`config.mk`:
```
export PLATFORM = sky130hd
export DESIGN_NAME = spi_mem_xact_decoder
export DESIGN_NICKNAME = d
export VERILOG_FILES = /design/src/rtl/spi_xact_pkg.sv /design/src/rtl/spi_edge_sync.sv /design/src/rtl/spi_byte_shifter.sv /design/src/rtl/xact_engine.sv /design/src/rtl/spi_mem_xact_decoder.sv
export SDC_FILE = /design/constraint.sdc
export NUM_CORES = 1
export LEC_CHECK = 0
export ABC_AREA = 1
export ABC_CLOCK_PERIOD_IN_PS = 1500
export CAP_MARGIN = 20
export CORE_MARGIN = 8
export CORE_UTILIZATION = 50
export DETAILED_ROUTE_END_ITERATION = 6
export HOLD_SLACK_MARGIN = 0.02
export PLACE_DENSITY = 0.77
export SYNTH_ARGS = -nofsm -noshare
export SYNTH_HDL_FRONTEND = slang
export SYNTH_SLANG_ARGS = --single-unit
```
`constraint.sdc`:
```
create_clock -name clk -period 1.5 [get_ports clk]
set_input_delay 0.3 -clock clk [delete_from_list [all_inputs] [get_ports clk]]
set_output_delay 0.3 -clock clk [all_outputs]
set_load 0.05 [all_outputs]
```
`src/rtl/spi_xact_pkg.sv`:
```
package spi_xact_pkg;

  localparam int BYTE_W = 8;
  localparam int BIT_CNT_W = $clog2(BYTE_W);

  // Frame kind taken from bits 7:6 of the first byte.
  typedef enum logic [1:0] {
    XK_READ    = 2'b00,
    XK_HOSTCMD = 2'b01,
    XK_WRITE   = 2'b10,
    XK_RSVD    = 2'b11
  } xact_kind_e;

  typedef enum logic [3:0] {
    ST_IDLE,
    ST_ADDR_MID,
    ST_ADDR_LO,
    ST_DUMMY,
    ST_RDATA,
    ST_WDATA,
    ST_CMD_A,
    ST_CMD_B,
    ST_DISCARD
  } xact_state_e;

  function automatic xact_kind_e decode_kind(input logic [BYTE_W-1:0] first);
    return xact_kind_e'(first[BYTE_W-1 -: 2]);
  endfunction

  // A host command is accepted only with both trailing bytes at zero.
  function automatic logic cmd_accept(input logic prev_zero,
                                      input logic [BYTE_W-1:0] last);
    return prev_zero && (last == '0);
  endfunction

endpackage

```
`src/rtl/spi_edge_sync.sv`:
```
module spi_edge_sync #(
  parameter int STAGES = 2
) (
  input  logic clk,
  input  logic rst_n,
  input  logic sck,
  input  logic csn,
  input  logic mosi,
  output logic sck_rise,
  output logic sck_fall,
  output logic cs_active,
  output logic mosi_s
);
  localparam int NSIG = 3;
  // Reset level per line, ordered {mosi, csn, sck}.
  localparam logic [NSIG-1:0] IDLE_LVL = 3'b010;

  logic [NSIG-1:0] raw;
  logic [NSIG-1:0] synced;
  logic            sck_d;

  assign raw = {mosi, csn, sck};

  for (genvar g = 0; g < NSIG; g++) begin : g_sig
    logic [STAGES-1:0] chain;
    always_ff @(posedge clk or negedge rst_n) begin
      if (!rst_n) chain <= {STAGES{IDLE_LVL[g]}};
      else        chain <= {chain[STAGES-2:0], raw[g]};
    end
    assign synced[g] = chain[STAGES-1];
  end

  always_ff @(posedge clk or negedge rst_n) begin
    if (!rst_n) sck_d <= 1'b0;
    else        sck_d <= synced[0];
  end

  assign cs_active = ~synced[1];
  assign mosi_s    = synced[2];
  assign sck_rise  = synced[0] & ~sck_d & cs_active;
  assign sck_fall  = ~synced[0] & sck_d & cs_active;
endmodule

```
`src/rtl/spi_byte_shifter.sv`:
```
module spi_byte_shifter
  import spi_xact_pkg::*;
(
  input  logic              clk,
  input  logic              rst_n,
  input  logic              cs_active,
  input  logic              sck_rise,
  input  logic              sck_fall,
  input  logic              mosi_s,
  input  logic [BYTE_W-1:0] tx_byte,
  output logic              byte_done,
  output logic [BYTE_W-1:0] rx_byte,
  output logic              miso
);
  localparam logic [BIT_CNT_W-1:0] LAST_BIT = BIT_CNT_W'(BYTE_W - 1);

  logic [BIT_CNT_W-1:0] bit_q;
  logic [BYTE_W-2:0]    rx_q;
  logic [BYTE_W-1:0]    tx_q;

  assign byte_done = sck_rise && (bit_q == LAST_BIT);
  assign rx_byte   = {rx_q, mosi_s};
  assign miso      = tx_q[BYTE_W-1];

  always_ff @(posedge clk or negedge rst_n) begin
    if (!rst_n) begin
      bit_q <= '0;
      rx_q  <= '0;
      tx_q  <= '0;
    end else if (!cs_active) begin
      bit_q <= '0;
      rx_q  <= '0;
      tx_q  <= '0;
    end else begin
      if (sck_rise) begin
        rx_q  <= {rx_q[BYTE_W-3:0], mosi_s};
        bit_q <= bit_q + 1'b1;
      end
      if (sck_fall) begin
        // At a byte boundary the next outgoing byte is loaded, else shift.
        if (bit_q == '0) tx_q <= tx_byte;
        else             tx_q <= {tx_q[BYTE_W-2:0], 1'b0};
      end
    end
  end
endmodule

```
`src/rtl/xact_engine.sv`:
```
module xact_engine
  import spi_xact_pkg::*;
#(
  parameter int                ADDR_W   = 22,
  parameter logic [ADDR_W-1:0] ID_ADDR  = 22'h0C0000,
  parameter logic [7:0]        ID_VALUE = 8'h7C
) (
  input  logic              clk,
  input  logic              rst_n,
  input  logic              cs_active,
  input  logic              byte_done,
  input  logic [BYTE_W-1:0] rx_byte,
  input  logic [BYTE_W-1:0] mem_rdata,
  output logic              mem_req,
  output logic              mem_we,
  output logic [ADDR_W-1:0] mem_addr,
  output logic [BYTE_W-1:0] mem_wdata,
  output logic              hcmd_stb,
  output logic [BYTE_W-1:0] hcmd_code,
  output logic [BYTE_W-1:0] tx_byte,
  output xact_state_e       state_o
);
  localparam int HI_W = ADDR_W - 16;

  function automatic logic [ADDR_W-1:0] addr_step(input logic [ADDR_W-1:0] a);
    return a + ADDR_W'(1);
  endfunction

  xact_state_e       state_q;
  logic [ADDR_W-1:0] addr_q;
  logic [BYTE_W-1:0] code_q;
  logic              is_write_q;
  logic              cmd_zero_q;
  logic              fetch_q;
  logic              fetch_id_q;
  logic [BYTE_W-1:0] tx_q;
  logic              stb_q;

  logic rd_fire, wr_fire, id_hit;

  assign id_hit  = (addr_q == ID_ADDR);
  assign rd_fire = byte_done && (state_q == ST_DUMMY || state_q == ST_RDATA);
  assign wr_fire = byte_done && (state_q == ST_WDATA);

  assign mem_req   = (rd_fire || wr_fire) && !id_hit;
  assign mem_we    = wr_fire && !id_hit;
  assign mem_addr  = addr_q;
  assign mem_wdata = rx_byte;
  assign hcmd_stb  = stb_q;
  assign hcmd_code = code_q;
  assign tx_byte   = tx_q;
  assign state_o   = state_q;

  always_ff @(posedge clk or negedge rst_n) begin
    if (!rst_n) begin
      state_q    <= ST_IDLE;
      addr_q     <= '0;
      code_q     <= '0;
      is_write_q <= 1'b0;
      cmd_zero_q <= 1'b0;
    end else if (!cs_active) begin
      state_q <= ST_IDLE;
    end else if (byte_done) begin
      case (state_q)
        ST_IDLE: begin
          case (decode_kind(rx_byte))
            XK_READ, XK_WRITE: begin
              addr_q     <= {rx_byte[HI_W-1:0], 16'h0000};
              is_write_q <= (decode_kind(rx_byte) == XK_WRITE);
              state_q    <= ST_ADDR_MID;
            end
            XK_HOSTCMD: begin
              code_q  <= rx_byte;
              state_q <= ST_CMD_A;
            end
            default: state_q <= ST_DISCARD;
          endcase
        end
        ST_ADDR_MID: begin
          addr_q[15:8] <= rx_byte;
          state_q      <= ST_ADDR_LO;
        end
        ST_ADDR_LO: begin
          addr_q[7:0] <= rx_byte;
          state_q     <= is_write_q ? ST_WDATA : ST_DUMMY;
        end
        ST_DUMMY: begin
          addr_q  <= addr_step(addr_q);
          state_q <= ST_RDATA;
        end
        ST_RDATA, ST_WDATA: addr_q <= addr_step(addr_q);
        ST_CMD_A: begin
          cmd_zero_q <= (rx_byte == '0);
          state_q    <= ST_CMD_B;
        end
        ST_CMD_B: state_q <= ST_DISCARD;
        default:  state_q <= ST_DISCARD;
      endcase
    end
  end

  // Strobe one cycle after the third command byte completes.
  always_ff @(posedge clk or negedge rst_n) begin
    if (!rst_n) stb_q <= 1'b0;
    else        stb_q <= cs_active && byte_done && (state_q == ST_CMD_B) &&
                         cmd_accept(cmd_zero_q, rx_byte);
  end

  // Read data path: request, then capture one cycle later.
  always_ff @(posedge clk or negedge rst_n) begin
    if (!rst_n) begin
      fetch_q    <= 1'b0;
      fetch_id_q <= 1'b0;
      tx_q       <= '0;
    end else begin
      fetch_q    <= cs_active && rd_fire;
      fetch_id_q <= id_hit;
      if (!cs_active)   tx_q <= '0;
      else if (fetch_q) tx_q <= fetch_id_q ? ID_VALUE : mem_rdata;
    end
  end
endmodule

```
`src/rtl/spi_mem_xact_decoder.sv`:
```
module spi_mem_xact_decoder
  import spi_xact_pkg::*;
#(
  parameter int                ADDR_W      = 22,
  parameter int                SYNC_STAGES = 2,
  parameter logic [ADDR_W-1:0] ID_ADDR     = 22'h0C0000,
  parameter logic [7:0]        ID_VALUE    = 8'h7C
) (
  input  logic              clk,
  input  logic              rst_n,
  input  logic              sck,
  input  logic              csn,
  input  logic              mosi,
  output logic              miso,
  output logic              mem_req,
  output logic              mem_we,
  output logic [ADDR_W-1:0] mem_addr,
  output logic [7:0]        mem_wdata,
  input  logic [7:0]        mem_rdata,
  output logic              hcmd_stb,
  output logic [7:0]        hcmd_code
);
  logic              sck_rise, sck_fall, cs_active, mosi_s;
  logic              byte_done;
  logic [BYTE_W-1:0] rx_byte, tx_byte;
  xact_state_e       eng_state;

  spi_edge_sync #(.STAGES(SYNC_STAGES)) sync_i (
    .clk(clk), .rst_n(rst_n), .sck(sck), .csn(csn), .mosi(mosi),
    .sck_rise(sck_rise), .sck_fall(sck_fall),
    .cs_active(cs_active), .mosi_s(mosi_s)
  );

  spi_byte_shifter shift_i (
    .clk(clk), .rst_n(rst_n), .cs_active(cs_active),
    .sck_rise(sck_rise), .sck_fall(sck_fall), .mosi_s(mosi_s),
    .tx_byte(tx_byte), .byte_done(byte_done), .rx_byte(rx_byte),
    .miso(miso)
  );

  xact_engine #(.ADDR_W(ADDR_W), .ID_ADDR(ID_ADDR), .ID_VALUE(ID_VALUE)) eng_i (
    .clk(clk), .rst_n(rst_n), .cs_active(cs_active),
    .byte_done(byte_done), .rx_byte(rx_byte), .mem_rdata(mem_rdata),
    .mem_req(mem_req), .mem_we(mem_we), .mem_addr(mem_addr),
    .mem_wdata(mem_wdata), .hcmd_stb(hcmd_stb), .hcmd_code(hcmd_code),
    .tx_byte(tx_byte), .state_o(eng_state)
  );
endmodule

```
==> impl_metrics.env <==
export IMPL_start_util=0.514
export IMPL_num_io_pins=55
export IMPL_yosysSeqAreaShare=0.456
export IMPL_drive_gt1_frac=0.483
export IMPL_finalHoldViolCount=0
export IMPL_synth_nets=536
export IMPL_leakage_nw=3.12
export IMPL_yosys_area_share_simple=0.330
export IMPL_power_mw=3.94
export IMPL_max_freq_mhz=449
export IMPL_fin_crit_sh=1.49
export IMPL_worst_path_largest_cell_delay_ns=0.45
export IMPL_synth_compound_area_frac=0.111
export IMPL_synth_edf_count=0
export IMPL_die_h_um=105
export IMPL_timing_hold_ws_ns=0.361
export IMPL_clk_pin_slew_ns=0.09
export IMPL_drv_slew=0
export IMPL_drcViolationCount=6
export IMPL_synth_cell_types=36
export IMPL_outcome="complete, but fails checks"
export IMPL_clockBufferDepth=2
export IMPL_crit_required_ns=1.20
export IMPL_synthArstFlopShare=1.00
export IMPL_end_kind="output pin"
export IMPL_drt_iter0_markers=694
export IMPL_synth_adder_area_share=0.0158
export IMPL_syn_area_um2=3960
export IMPL_via_per_inst=6.62
export IMPL_cp_start_kind="flop"
export IMPL_fp_dieArea_um2=11000
export IMPL_cts_tree="built"
export IMPL_num_vias=5298
export IMPL_worst_pin_slew_ns=0.543
export IMPL_yosys_register_bits=72
export IMPL_avgSynthCellArea_um2=7.64
export IMPL_synth_mux_area_frac=0.00285
export IMPL_grt_pass1_wl_um=24100
export IMPL_vdd_ir_drop_max_uv=635
export IMPL_area_growth_pct=73.9
export IMPL_crit_family="simple AND/OR/NAND/NOR gates"
export IMPL_cellPowerDensity_nw_per_um2=572
export IMPL_violations="design-rule violations, negative setup slack"
export IMPL_rows=32
export IMPL_critPathMaxFanout=2
export IMPL_htreeDepth=3
export IMPL_grt_max_degree=73
export IMPL_io_buffers=54
export IMPL_grt_usage=0.271
export IMPL_maxSlewHeadroom=0.636
export IMPL_antenna_left=0
export IMPL_antenna_found_initial=0
export IMPL_clk_latency_ns=0.37
export IMPL_overflow=0
export IMPL_skew_ns=0.00806
export IMPL_final_nets=711
export IMPL_syn_instance_count=518
export IMPL_routed_wirelength_um=20400
export IMPL_die_x_um=105
export IMPL_worst_path_buf_inv=3
export IMPL_ys_warn_count=0
export IMPL_gp_congestion=0.918
export IMPL_clock_sinks=72
export IMPL_crit_slowest_cell="dfrtp_1"
export IMPL_setup_viol=50
export IMPL_critPathKind="reg2out"
export IMPL_clockRootBuffer="clkbuf_8"
export IMPL_worst_hold_path_type="in2reg"
export IMPL_crit_path_cell_trace="ha_2 > ha_4 > inv_2 > nor2_4 > nand2_1 > nor3_2 > nand2_2 > clkinvlp_4 > buf_12"
export IMPL_rsz0062_at_grt="yes"
export IMPL_setup_ws_ns=-0.728
export IMPL_final_common_cell="nand2_1"
export IMPL_cts_inserted_buffers=9
export IMPL_wl_per_cell_um=25.5
export IMPL_core_area_um2=7690
export IMPL_synth_top_family_by_area="simple AND/OR/NAND/NOR gates"
export IMPL_period_needed_ns=2.23
export IMPL_diodes=0
export IMPL_most_common_layout_cells="103 x nand2_1, 87 x buf_4, 50 x inv_1, 47 x buf_12, 46 x dfrtp_1"
export IMPL_ys_flop_type="dfrtp_1"
export IMPL_synth_xor_area_frac=0
export IMPL_cp_arrival_ns=1.93
export IMPL_grt_pass1_vias=4678
export IMPL_dr_pass1_iters=7
export IMPL_maxCapViolCount=0
export IMPL_hpwl_um=8850
export IMPL_setup_tns_final_ns=-15.42
## kinds of logic after synthesis
kind of cell | count (synthesis)
AOI/OAI and AO/OA | 71
adders and majority gates | 5
buffers and inverters | 80
DFF | 72
muxes | 1
and+or+nand+nor | 289
## flip-flops by register name, indices dropped and copies added (netlist names)
signal,flops
sync_i.sck_d,1
eng_i.tx_byte,8
eng_i.mem_addr,22
shift_i.rx_q,7
eng_i.fetch_q,1
eng_i.cmd_zero_q,1
shift_i.tx_q,8
eng_i.fetch_id_q,1
eng_i.state_o,4
shift_i.bit_q,3
sync_i.g_sig.chain,6
eng_i.is_write_q,1
eng_i.hcmd_stb,1
eng_i.hcmd_code,8
## power by group
group / internal [mW] / leakage [nW] / switching [mW]
Clock: 0.820 / 0.0928 / 0.860
Sequential: 1.96 / 0.945 / 0.0224
Combinational: 0.102 / 2.08 / 0.169
Total: 2.88 / 3.12 / 1.05
## worst paths after layout
path / startpoint / to / slack (ns) / cells after the start
worst max-delay path: shift_i.bit_q[1] / mem_we / -0.73 / 9
worst min-delay path: csn / sync_i.g_sig[1].chain[0] / 0.36 / 1
worst max register to register: shift_i.bit_q[1] / eng_i.mem_addr[13] / -0.58 / 11
worst min register to register: sync_i.g_sig[1].chain[0] / sync_i.g_sig[1].chain[1] / 0.37 / 0
max in group asynchronous: rst_n / sync_i.g_sig[1].chain[1] / 0.65 / 3
min in group asynchronous: rst_n / eng_i.state_o[0] / 0.47 / 3
## per-stage QoR
stage | util | area, um2 | instances | setup WS (ns)
3_3_place_gp | 0.742 | 5700 | 749 | -0.249
2_1_floorplan | - | 4020 | 518 | -0.187
6_report | 0.895 | 6880 | 800 | -0.728
5_1_grt | 0.895 | 6880 | 800 | -0.753
4_1_cts | 0.828 | 6370 | 784 | -0.503
3_5_place_dp | 0.742 | 5700 | 749 | -0.316
## metal layers
metal | vias to the layer above | GRT usage | share of wire
met5 | - | 0.00893 | 0
met4 | 0 | 0.142 | 0.097
met3 | 256 | 0.0651 | 0.13
met2 | 585 | 0.451 | 0.44
met1 | 2425 | 0.319 | 0.33
li1 | 2032 | - | -
## Yosys cell counts (all sizes together) (5+ instances only)
cell     n  area [um2]
inv     70         263
dfrtp   70        1750
ha       5        62.6
o22ai   11        68.8
a21oi    5        25.0
nor2    76         330
buf      9        65.1
o21ai   45         263
nand4   14         103
nand2  141         554
nand3   47         253
o32ai    7        61.3
## layout make-up
| class | count | area, um2 |
|---|---|---|
| multi-input cells | 367 | 2390 |
| repair buffers | 171 | 2020 |
| flip-flops and latches | 72 | 1830 |
| fillers | 297 | 808 |
| inverters | 71 | 292 |
| clock buffers | 12 | 145 |
| well taps | 102 | 128 |
| clock inverters | 4 | 53.8 |
| repair inverters | 1 | 11.3 |
## repair_timing
action                                  4_1_cts  5_1_grt
endpoints found under the hold margin        70        0
buffers inserted                             15       19
endpoints found under the setup margin       29       45
gates resized for setup                      88      102
pin swaps                                    18       10
cloned                                        3        2
hold buffers                                  1        0
Note: power is estimated with default switching activity, not from simulation.
